$ cat config.mk
export PLATFORM = sky130hd
export DESIGN_NAME = i2c_wr_slave
export DESIGN_NICKNAME = d
export VERILOG_FILES = /design/src/rtl/i2c_rx_pkg.sv /design/src/rtl/i2c_rx_sync.sv /design/src/rtl/i2c_rx_busmon.sv /design/src/rtl/i2c_rx_ctrl.sv /design/src/rtl/i2c_rx_regs.sv /design/src/rtl/i2c_wr_slave.sv
export SDC_FILE = /design/constraint.sdc
export NUM_CORES = 1
export LEC_CHECK = 0
export ABC_AREA = 1
export CELL_PAD_IN_SITES_DETAIL_PLACEMENT = 0
export CELL_PAD_IN_SITES_GLOBAL_PLACEMENT = 1
export CORE_MARGIN = 2
export CORE_UTILIZATION = 35
export DETAILED_ROUTE_END_ITERATION = 12
export PLACE_DENSITY_LB_ADDON = 0.1
export SYNTH_ARGS = -nofsm -noshare
export SYNTH_HDL_FRONTEND = slang
export SYNTH_SLANG_ARGS = --single-unit
$ cat constraint.sdc
create_clock -name clk -period 1.55 [get_ports clk]
set_clock_uncertainty 0.05 [all_clocks]
set_input_delay 0.2325 -clock clk [delete_from_list [all_inputs] [get_ports clk]]
set_output_delay 0.2325 -clock clk [all_outputs]
set_load 0.02 [all_outputs]
$ cat src/rtl/i2c_rx_pkg.sv
package i2c_rx_pkg;

    typedef enum logic [2:0] {
        ST_IDLE,
        ST_ADDR,
        ST_ACK,
        ST_NACK,
        ST_DATA,
        ST_HOLD,
        ST_SKIP
    } rx_state_e;

endpackage

$ cat src/rtl/i2c_rx_sync.sv
module i2c_rx_sync #(
    parameter int              WIDTH   = 2,
    parameter int              STAGES  = 2,
    parameter logic [WIDTH-1:0] RST_VAL = '1
) (
    input  logic             clk,
    input  logic             rst_n,
    input  logic [WIDTH-1:0] din,
    output logic [WIDTH-1:0] dout
);

    logic [WIDTH-1:0] pipe [STAGES];

    generate
        for (genvar s = 0; s < STAGES; s++) begin : g_stage
            if (s == 0) begin : g_first
                always_ff @(posedge clk or negedge rst_n) begin
                    if (!rst_n) pipe[s] <= RST_VAL;
                    else        pipe[s] <= din;
                end
            end else begin : g_next
                always_ff @(posedge clk or negedge rst_n) begin
                    if (!rst_n) pipe[s] <= RST_VAL;
                    else        pipe[s] <= pipe[s-1];
                end
            end
        end
    endgenerate

    assign dout = pipe[STAGES-1];

endmodule

$ cat src/rtl/i2c_rx_busmon.sv
module i2c_rx_busmon (
    input  logic clk,
    input  logic rst_n,
    input  logic scl_s,
    input  logic sda_s,
    output logic scl_rise,
    output logic scl_fall,
    output logic start_det,
    output logic stop_det
);

    logic scl_q;
    logic sda_q;

    always_ff @(posedge clk or negedge rst_n) begin
        if (!rst_n) begin
            scl_q <= 1'b1;
            sda_q <= 1'b1;
        end else begin
            scl_q <= scl_s;
            sda_q <= sda_s;
        end
    end

    // Data line edges count as conditions only while the clock stays high.
    assign scl_rise  = scl_s & ~scl_q;
    assign scl_fall  = ~scl_s & scl_q;
    assign start_det = scl_s & scl_q & sda_q & ~sda_s;
    assign stop_det  = scl_s & scl_q & ~sda_q & sda_s;

endmodule

$ cat src/rtl/i2c_rx_ctrl.sv
module i2c_rx_ctrl
    import i2c_rx_pkg::*;
#(
    parameter int ADDR_W = 7,
    parameter int DATA_W = 8
) (
    input  logic              clk,
    input  logic              rst_n,
    input  logic              scl_rise,
    input  logic              scl_fall,
    input  logic              start_det,
    input  logic              stop_det,
    input  logic              sda_s,
    input  logic [ADDR_W-1:0] own_addr,
    input  logic              stretch_en,
    input  logic              buf_full,
    input  logic              rd_en,
    input  logic              rel_set,
    output logic              scl_oe,
    output logic              sda_oe,
    output logic              ev_load,
    output logic [DATA_W-1:0] ev_byte,
    output logic              ev_ovf,
    output logic              ev_irq,
    output logic              ev_hold
);

    localparam int CNT_W = $clog2(DATA_W + 1);

    rx_state_e         state_q;
    rx_state_e         state_d;
    logic [CNT_W-1:0]  cnt_q;
    logic [DATA_W-1:0] shreg_q;
    logic              byte_done;
    logic              addr_hit;
    logic              full_eff;
    logic              shifting;

    assign byte_done = scl_fall && (cnt_q == CNT_W'(DATA_W));
    assign addr_hit  = (shreg_q[DATA_W-1 -: ADDR_W] == own_addr) && !shreg_q[0];
    // A read in the same cycle frees the register for the decision.
    assign full_eff  = buf_full & ~rd_en;
    assign shifting  = (state_q == ST_ADDR) || (state_q == ST_DATA);
    assign ev_byte   = shreg_q;

    // State register
    always_ff @(posedge clk or negedge rst_n) begin
        if (!rst_n) state_q <= ST_IDLE;
        else        state_q <= state_d;
    end

    // Transition logic and event pulses
    always_comb begin
        state_d = state_q;
        ev_load = 1'b0;
        ev_ovf  = 1'b0;
        ev_irq  = 1'b0;
        ev_hold = 1'b0;
        if (start_det) begin
            state_d = ST_ADDR;
        end else if (stop_det) begin
            state_d = ST_IDLE;
        end else begin
            unique case (state_q)
                ST_IDLE, ST_SKIP: state_d = state_q;
                ST_ADDR: begin
                    if (byte_done) begin
                        if (!addr_hit) begin
                            state_d = ST_SKIP;
                        end else if (full_eff) begin
                            ev_ovf  = 1'b1;
                            state_d = ST_SKIP;
                        end else begin
                            ev_load = 1'b1;
                            state_d = ST_ACK;
                        end
                    end
                end
                ST_DATA: begin
                    if (byte_done) begin
                        if (full_eff) begin
                            ev_ovf  = 1'b1;
                            state_d = ST_NACK;
                        end else begin
                            ev_load = 1'b1;
                            state_d = ST_ACK;
                        end
                    end
                end
                ST_ACK: begin
                    if (scl_fall) begin
                        ev_irq = 1'b1;
                        if (stretch_en && full_eff) begin
                            ev_hold = 1'b1;
                            state_d = ST_HOLD;
                        end else begin
                            state_d = ST_DATA;
                        end
                    end
                end
                ST_NACK: begin
                    if (scl_fall) state_d = ST_DATA;
                end
                ST_HOLD: begin
                    if (rel_set) state_d = ST_DATA;
                end
                default: state_d = ST_IDLE;
            endcase
        end
    end

    // Pad outputs, decoded from the registered state
    always_comb begin
        scl_oe = 1'b0;
        sda_oe = 1'b0;
        unique case (state_q)
            ST_ACK:  sda_oe = 1'b1;
            ST_HOLD: scl_oe = 1'b1;
            default: begin
                scl_oe = 1'b0;
                sda_oe = 1'b0;
            end
        endcase
    end

    // Bit counter and shift register
    always_ff @(posedge clk or negedge rst_n) begin
        if (!rst_n) begin
            cnt_q   <= '0;
            shreg_q <= '0;
        end else if (start_det || stop_det || (state_d != state_q)) begin
            cnt_q <= '0;
        end else if (scl_rise && shifting && (cnt_q < CNT_W'(DATA_W))) begin
            shreg_q <= {shreg_q[DATA_W-2:0], sda_s};
            cnt_q   <= cnt_q + 1'b1;
        end
    end

endmodule

$ cat src/rtl/i2c_rx_regs.sv
module i2c_rx_regs #(
    parameter int DATA_W = 8
) (
    input  logic              clk,
    input  logic              rst_n,
    input  logic              ev_load,
    input  logic [DATA_W-1:0] ev_byte,
    input  logic              ev_ovf,
    input  logic              ev_irq,
    input  logic              ev_hold,
    input  logic              rd_en,
    input  logic              clr_irq,
    input  logic              clr_ovf,
    input  logic              rel_set,
    output logic [DATA_W-1:0] rd_data,
    output logic              buf_full,
    output logic              ovf,
    output logic              irq,
    output logic              clk_rel
);

    // Hardware set events take priority over host clear strobes.
    always_ff @(posedge clk or negedge rst_n) begin
        if (!rst_n) begin
            rd_data  <= '0;
            buf_full <= 1'b0;
            ovf      <= 1'b0;
            irq      <= 1'b0;
            clk_rel  <= 1'b1;
        end else begin
            if (ev_load) begin
                rd_data  <= ev_byte;
                buf_full <= 1'b1;
            end else if (rd_en) begin
                buf_full <= 1'b0;
            end
            if (ev_ovf)       ovf <= 1'b1;
            else if (clr_ovf) ovf <= 1'b0;
            if (ev_irq)       irq <= 1'b1;
            else if (clr_irq) irq <= 1'b0;
            if (ev_hold)      clk_rel <= 1'b0;
            else if (rel_set) clk_rel <= 1'b1;
        end
    end

endmodule

$ cat src/rtl/i2c_wr_slave.sv
module i2c_wr_slave #(
    parameter int ADDR_W      = 7,
    parameter int DATA_W      = 8,
    parameter int SYNC_STAGES = 2
) (
    input  logic              clk,
    input  logic              rst_n,
    input  logic              scl_i,
    input  logic              sda_i,
    output logic              scl_oe,
    output logic              sda_oe,
    input  logic [ADDR_W-1:0] own_addr,
    input  logic              stretch_en,
    input  logic              rd_en,
    output logic [DATA_W-1:0] rd_data,
    input  logic              clr_irq,
    input  logic              clr_ovf,
    input  logic              rel_set,
    output logic              buf_full,
    output logic              ovf,
    output logic              irq,
    output logic              clk_rel
);

    logic [1:0]        pads_s;
    logic              scl_rise;
    logic              scl_fall;
    logic              start_det;
    logic              stop_det;
    logic              ev_load;
    logic              ev_ovf;
    logic              ev_irq;
    logic              ev_hold;
    logic [DATA_W-1:0] ev_byte;

    i2c_rx_sync #(
        .WIDTH  (2),
        .STAGES (SYNC_STAGES),
        .RST_VAL(2'b11)
    ) u_sync (
        .clk  (clk),
        .rst_n(rst_n),
        .din  ({scl_i, sda_i}),
        .dout (pads_s)
    );

    i2c_rx_busmon u_busmon (
        .clk      (clk),
        .rst_n    (rst_n),
        .scl_s    (pads_s[1]),
        .sda_s    (pads_s[0]),
        .scl_rise (scl_rise),
        .scl_fall (scl_fall),
        .start_det(start_det),
        .stop_det (stop_det)
    );

    i2c_rx_ctrl #(
        .ADDR_W(ADDR_W),
        .DATA_W(DATA_W)
    ) u_ctrl (
        .clk       (clk),
        .rst_n     (rst_n),
        .scl_rise  (scl_rise),
        .scl_fall  (scl_fall),
        .start_det (start_det),
        .stop_det  (stop_det),
        .sda_s     (pads_s[0]),
        .own_addr  (own_addr),
        .stretch_en(stretch_en),
        .buf_full  (buf_full),
        .rd_en     (rd_en),
        .rel_set   (rel_set),
        .scl_oe    (scl_oe),
        .sda_oe    (sda_oe),
        .ev_load   (ev_load),
        .ev_byte   (ev_byte),
        .ev_ovf    (ev_ovf),
        .ev_irq    (ev_irq),
        .ev_hold   (ev_hold)
    );

    i2c_rx_regs #(
        .DATA_W(DATA_W)
    ) u_regs (
        .clk     (clk),
        .rst_n   (rst_n),
        .ev_load (ev_load),
        .ev_byte (ev_byte),
        .ev_ovf  (ev_ovf),
        .ev_irq  (ev_irq),
        .ev_hold (ev_hold),
        .rd_en   (rd_en),
        .clr_irq (clr_irq),
        .clr_ovf (clr_ovf),
        .rel_set (rel_set),
        .rd_data (rd_data),
        .buf_full(buf_full),
        .ovf     (ovf),
        .irq     (irq),
        .clk_rel (clk_rel)
    );

endmodule

---- Word-level counts from Yosys, hierarchy flattened ----
Cells that the tools add are included.
operators by class
  add/sub/neg operators ................... 1
  shift-type cells ........................ 0
  order comparisons ....................... 1
  equal/unequal tests ..................... 9
  $mul .................................... 0
  div/mod/pow operators ................... 0
  reductions and logical operators ........ 17
  mux-type cells .......................... 47
  bitwise gates (word level) .............. 14
operators with widths
  cell                   count
  $mux W1                33
  $mux W3                9
  $pmux W3 S6            1
  $reduce_bool A2 Y1     5
  $eq A3 B3 Y1 const B   3
  $and A1 B1 Y1          8
  $mux W4                2
  $eq A7 B7 Y1           1
  $eq A3 B2 Y1 const B   2
  $not A1 Y1             6
  $logic_and A1 B1 Y1    5
  $add A4 B1 Y4 const B  1
  $eq A4 B4 Y1 const B   1
  $lt A4 B4 Y1 const B   1
  $pmux W1 S2            2
  $eq A3 B1 Y1 const B   1
  $logic_not A3 Y1       1
  $logic_or A1 B1 Y1     3
  $ne A3 B3 Y1           1
  $reduce_and A2 Y1      1
  $reduce_or A2 Y1       1
  $logic_not A1 Y1       1
word-level totals
  RAM bits ................................ 0
  logic and storage cells ................. 101
  memories ................................ 0
  latch bits .............................. 0
  input port bits ......................... 16
  memory bits (read-only) ................. 0
  register bits after elaboration ......... 33
  output and inout bits ................... 14

---- Longest topological paths before layout ----
  depth after elaboration ................. 12
  gate-level depth with buffers ........... 15
  mapped depth without buffers ............ 15

---- By module ----
Synthesis repeated with hierarchy kept, for this count alone.
second synthesis, totals
  cell total of the unflattened synthesis .. 228
  area, all modules ....................... 1735.4 um2
modules (own cells, without submodules)
  module         area each (um2)  cells each  sequential area each (um2)  instances
  i2c_rx_ctrl    1066.0           158         375.4                       1
  i2c_rx_regs    455.4            51          301.5                       1
  i2c_rx_sync    120.1            6           105.1                       1
  i2c_rx_busmon  93.8             13          52.6                        1

---- Worst setup path after synthesis ----
OpenSTA, ideal clock, no wires.
  path kind ............................... reg2reg
  from .................................... register u_ctrl.cnt_q[0]
  to ...................................... register u_ctrl.cnt_q[3]
  slack ................................... -13 ps
  arrival time ............................ 1448 ps
  path buffers ............................ 0
  data required time ...................... 1435 ps
  period minus slack after synthesis ...... 1563 ps
  cell stages (with the launch flop) ...... 15
  library setup time ...................... 65 ps
  path through ............................ dfrtp_1 > inv_1 > ha_1 > nand3_1 > nor2_4 > nand3_1 > nand2_1 > nand2_1 > nand2_1 > nand2_2 > nand2_2 > nand2_1 > nand2_2 > nand4_1 > nand2_1
on the way
  word-level cells in the longest chain between the ends .. 9
  elaborated cells on any way between the ends .. 15
  those cells by class .................... 1 x add/sub; 1 x order compare; 2 x eq/ne; 7 x mux; 4 x reduce/logical
RTL lines
  item                                                  line                                  source
  start, declared                                       i2c_rx_ctrl.sv:32                     logic [CNT_W-1:0] cnt_q;
  start signal, assigned                                i2c_rx_ctrl.sv:135                    cnt_q <= cnt_q + 1'b1;
  $eq A4 B4 Y1 *                                        i2c_rx_ctrl.sv:39                     assign byte_done = scl_fall && (cnt_q == CNT_W'(DATA_W));
  $logic_and A1 B1 Y1 *                                 i2c_rx_ctrl.sv:39
  $mux W3, on equally long branches                     i2c_rx_ctrl.sv:80, i2c_rx_ctrl.sv:67
  $pmux W3 S6 *                                         i2c_rx_ctrl.sv:64                     unique case (state_q)
  $mux W3 *                                             i2c_rx_ctrl.sv:61                     end else if (stop_det) begin
  $mux W3 *                                             i2c_rx_ctrl.sv:59                     if (start_det) begin
  named net u_ctrl.state_d[0]                           i2c_rx_ctrl.sv:31                     rx_state_e state_d;
  $ne A3 B3 Y1 *                                        i2c_rx_ctrl.sv:131                    end else if (start_det || stop_det || (state_d != state_q)) begin
  $logic_or A1 B1 Y1 *                                  i2c_rx_ctrl.sv:131
  $mux W4 / $reduce_bool A2 Y1 (equally long branches)  --
Mark *: on every way through the listed nets, which the timed path passes. The rest lies on a longest branch. The select of a mux whose other input is x is not followed.
A chain may end at the register's enable or synchronous reset.

---- Final worst setup path ----
  from .................................... register u_ctrl.state_q[2]
  to ...................................... register u_ctrl.shreg_q[2], in the netlist u_ctrl.ev_byte[2]
on the way
  word-level cells in the longest chain between the ends .. 9
  elaborated cells on any way between the ends .. 23
  those cells by class .................... 7 x eq/ne; 8 x mux; 1 x bitwise; 7 x reduce/logical
RTL lines
  item                                                     line                source
  start, declared                                          i2c_rx_ctrl.sv:30   rx_state_e state_q;
  start signal, assigned                                   i2c_rx_ctrl.sv:49   else state_q <= state_d;
  $eq A3 B3 Y1 / $logic_not A3 Y1 (equally long branches)  i2c_rx_ctrl.sv:64
  $reduce_or A2 Y1                                         i2c_rx_ctrl.sv:64
  $pmux W3 S6                                              i2c_rx_ctrl.sv:64
  $mux W3                                                  i2c_rx_ctrl.sv:61
  $mux W3                                                  i2c_rx_ctrl.sv:59
  $ne A3 B3 Y1                                             i2c_rx_ctrl.sv:131
  $logic_or A1 B1 Y1                                       i2c_rx_ctrl.sv:131
  $not A1 Y1 (no source line)                              --
  $reduce_and A2 Y1 (no source line) *                     --
  end signal, assigned                                     i2c_rx_ctrl.sv:134  shreg_q <= {shreg_q[DATA_W-2:0], sda_s};
  end, declared                                            i2c_rx_ctrl.sv:33   logic [DATA_W-1:0] shreg_q;
Mark *: on every way between the ends. The rest lies on a longest branch, timed or not.

==> run metrics <==
r2r startpoint u_ctrl.state_q[2]$_DFF_PN0_; IO buf count 29; Via density 4.86; ratio of cells with drive above 1 in the final layout 46.1%; Hold WS 265 ps; most common cell in the netlist nand2_1; Die X 72.7 um; GR Overflow Total 0; worst hold path class input pin to async pin; Yosys top cell by area dfrtp_1; antenna diode count 0; GP Congestion 0.846; largest net degree at the start of global routing 34; DRT Wirelength 4330 um; most frequent cells after synthesis nand2_1, dfrtp_1, inv_1; ranking of synthesized cells by area dfrtp_1, dfstp_2, nand2_1; leakage 1.36 nW; Post-synth ARST share 100%; FMAX 0.597 GHz; CTS Root Cell clkbuf_8; DRT Pass-1 Iters 4; first-pass GRT wire length 7080 um; Area Growth Syn to Fin 60.0%; WL/cell 13.3 um; max-cap viol count 0; CTS Hold Bufs 0; commonest register cell after synthesis dfrtp_1; post-synthesis register bit count 33; Boundary Pins 30; minimum period implied by the final worst setup slack 1670 ps; worst slew pin tran 337 ps; top cell type's share of synthesized area 39.4%; Crit path required time 1710 ps; worst setup margin -124 ps; Num CTS Buffers 5; drt drc 0; CTS sink count 33; H-tree depth 2; Clock Latency Late Sink 280 ps; Detail Placement HPWL 2960 um; FP Rows 25; Final Setup Violations 21; Synthesis Warnings 0; initial antenna violation count 0; vias in the first global route 1,575; Critical Path Start Type flop; starting density of the core 35.7%; synthesized instance count 189; die area 5290 um^2; worst reg2reg setup slack -120 ps; Layout Nets 288; Reg clk slew, reported paths 70 ps; failing checks negative setup slack; CTS tree done; WP data arrival 1840 ps; Slew headroom 77.3%; die height 72.7 um; Syn Area/Cell 8.75 um^2; crit path from u_ctrl.state_q[2]$_DFF_PN0_; Final TNS setup -1870 ps; Final Hold Viols 0; Final Max Tran Viols 0; register area share after synthesis 50.5%; critical path class flop to flop; Cell Area, Synth 1650 um^2; RSZ-0062 raised after global routing yes; Post-synth EDFFs 0; DRT iter0 DRCs 37; Worst R2R End u_ctrl.ev_byte[2]$_DFFE_PN0P_; CTS Buffer Depth 2; status finished with violations; cell depth of the worst flop-to-flop path 9; Max VDD drop 649 uV; post-route antenna net violation count 0; Core Area 4630 um^2; Final Cycle Share 108%; Syn Nets 207; total track usage 17.6%; crit-path max FO 8; Pwr Density 804 nW/um^2; CP Capture Type flop; Vias 1,580; count of cell types in the netlist 32
==> logic make-up (layout without fill, tap and decap cells) <==
logic type	Yosys count	after routing	synth area share, %
simple gates	88	90	26.8
buf+inv	36	116	8.93
flops	33	33	50.5
compound gates	28	28	11.2
fa+ha+maj	2	2	1.51
xor+xnor	2	2	1.06
==> cell usage in the layout, fill, tap and decap left out, drive strengths merged, types with 7 or more instances in the layout <==
master and count:
nor2 16, nand3 11, buf 48, dfstp 7, o21ai 19, nand2 50, inv 32, nand4 9
clkdlybuf4s50 19, dfrtp 26
==> metal layers <==
| metal | routed length, um | GRT usage [%] |
|---|---|---|
| met2 | 2160 | 29.6 |
| met1 | 1940 | 21.5 |
| met3 | 149 | 4.83 |
| met4 | 86 | 6.38 |
| met5 | 0 | 0 |
==> power by group <==
part / switching (mW) / internal [mW]
Sequential: 0.0419 / 0.915
Clock: 0.328 / 0.523
Combinational: 0.157 / 0.163
Total: 0.527 / 1.60
==> worst max-delay path by stage <==
stage                                                to  slack (ps)  cells past startpoint
after floorplan             u_ctrl.cnt_q[3]$_DFFE_PN0P_        -0.4                     14
after global placement    u_regs.rd_data[1]$_DFFE_PN0P_        -310                      9
after detailed placement  u_regs.rd_data[0]$_DFFE_PN0P_        -380                      9
after CTS                   u_ctrl.cnt_q[0]$_DFFE_PN0P_         -90                     14
after global routing        u_ctrl.cnt_q[0]$_DFFE_PN0P_        -250                     13
final                     u_ctrl.ev_byte[2]$_DFFE_PN0P_        -120                      9
==> flip-flops by register name, summed over array words and instances, names as in the netlist <==
name / cells
u_busmon.scl_q: 1
u_busmon.sda_q: 1
u_ctrl.cnt_q: 4
u_ctrl.ev_byte: 8
u_ctrl.state_q: 3
u_regs.buf_full: 1
u_regs.clk_rel: 1
u_regs.irq: 1
u_regs.ovf: 1
u_regs.rd_data: 8
u_sync.dout: 2
u_sync.pipe: 2
==> critical path, stage by stage, from the launching register on <==
cell	delay, ps
dfrtp_2	450
nor2_2	150
nand2_1	110
nand2_2	110
inv_2	70
nor4_4	250
buf_4	180
buf_6	120
nand2_1	50
o21ai_1	70
==> repair_timing <==
item,CTS,global route
gates resized for setup,40,27
buffers inserted,6,2
cloned,3,0
pin swaps,7,3
setup endpoints to repair,25,30
==> metrics by stage <==
step	worst slack, ps	cells	cell area [um^2]	utilization, %	power [mW]
2_1_floorplan	-0.414	189	1660	-	1.07
3_3_place_gp	-307	307	2290	49.5	1.23
3_5_place_dp	-377	307	2290	49.5	1.24
4_1_cts	-91.3	324	2560	55.4	2.13
5_1_grt	-249	325	2650	57.1	2.23
6_report	-124	325	2650	57.1	2.13
==> area by class of cell <==
class / count / area (um^2)
repair buffers: 75 / 666
multi-input cells: 122 / 831
flip-flops and latches: 33 / 836
clock buffers: 6 / 82.6
clock inverters: 2 / 37.5
inverters: 33 / 125
well taps: 54 / 67.6
fillers: 409 / 1980
No activity file was read; power rests on OpenSTA's default activity.
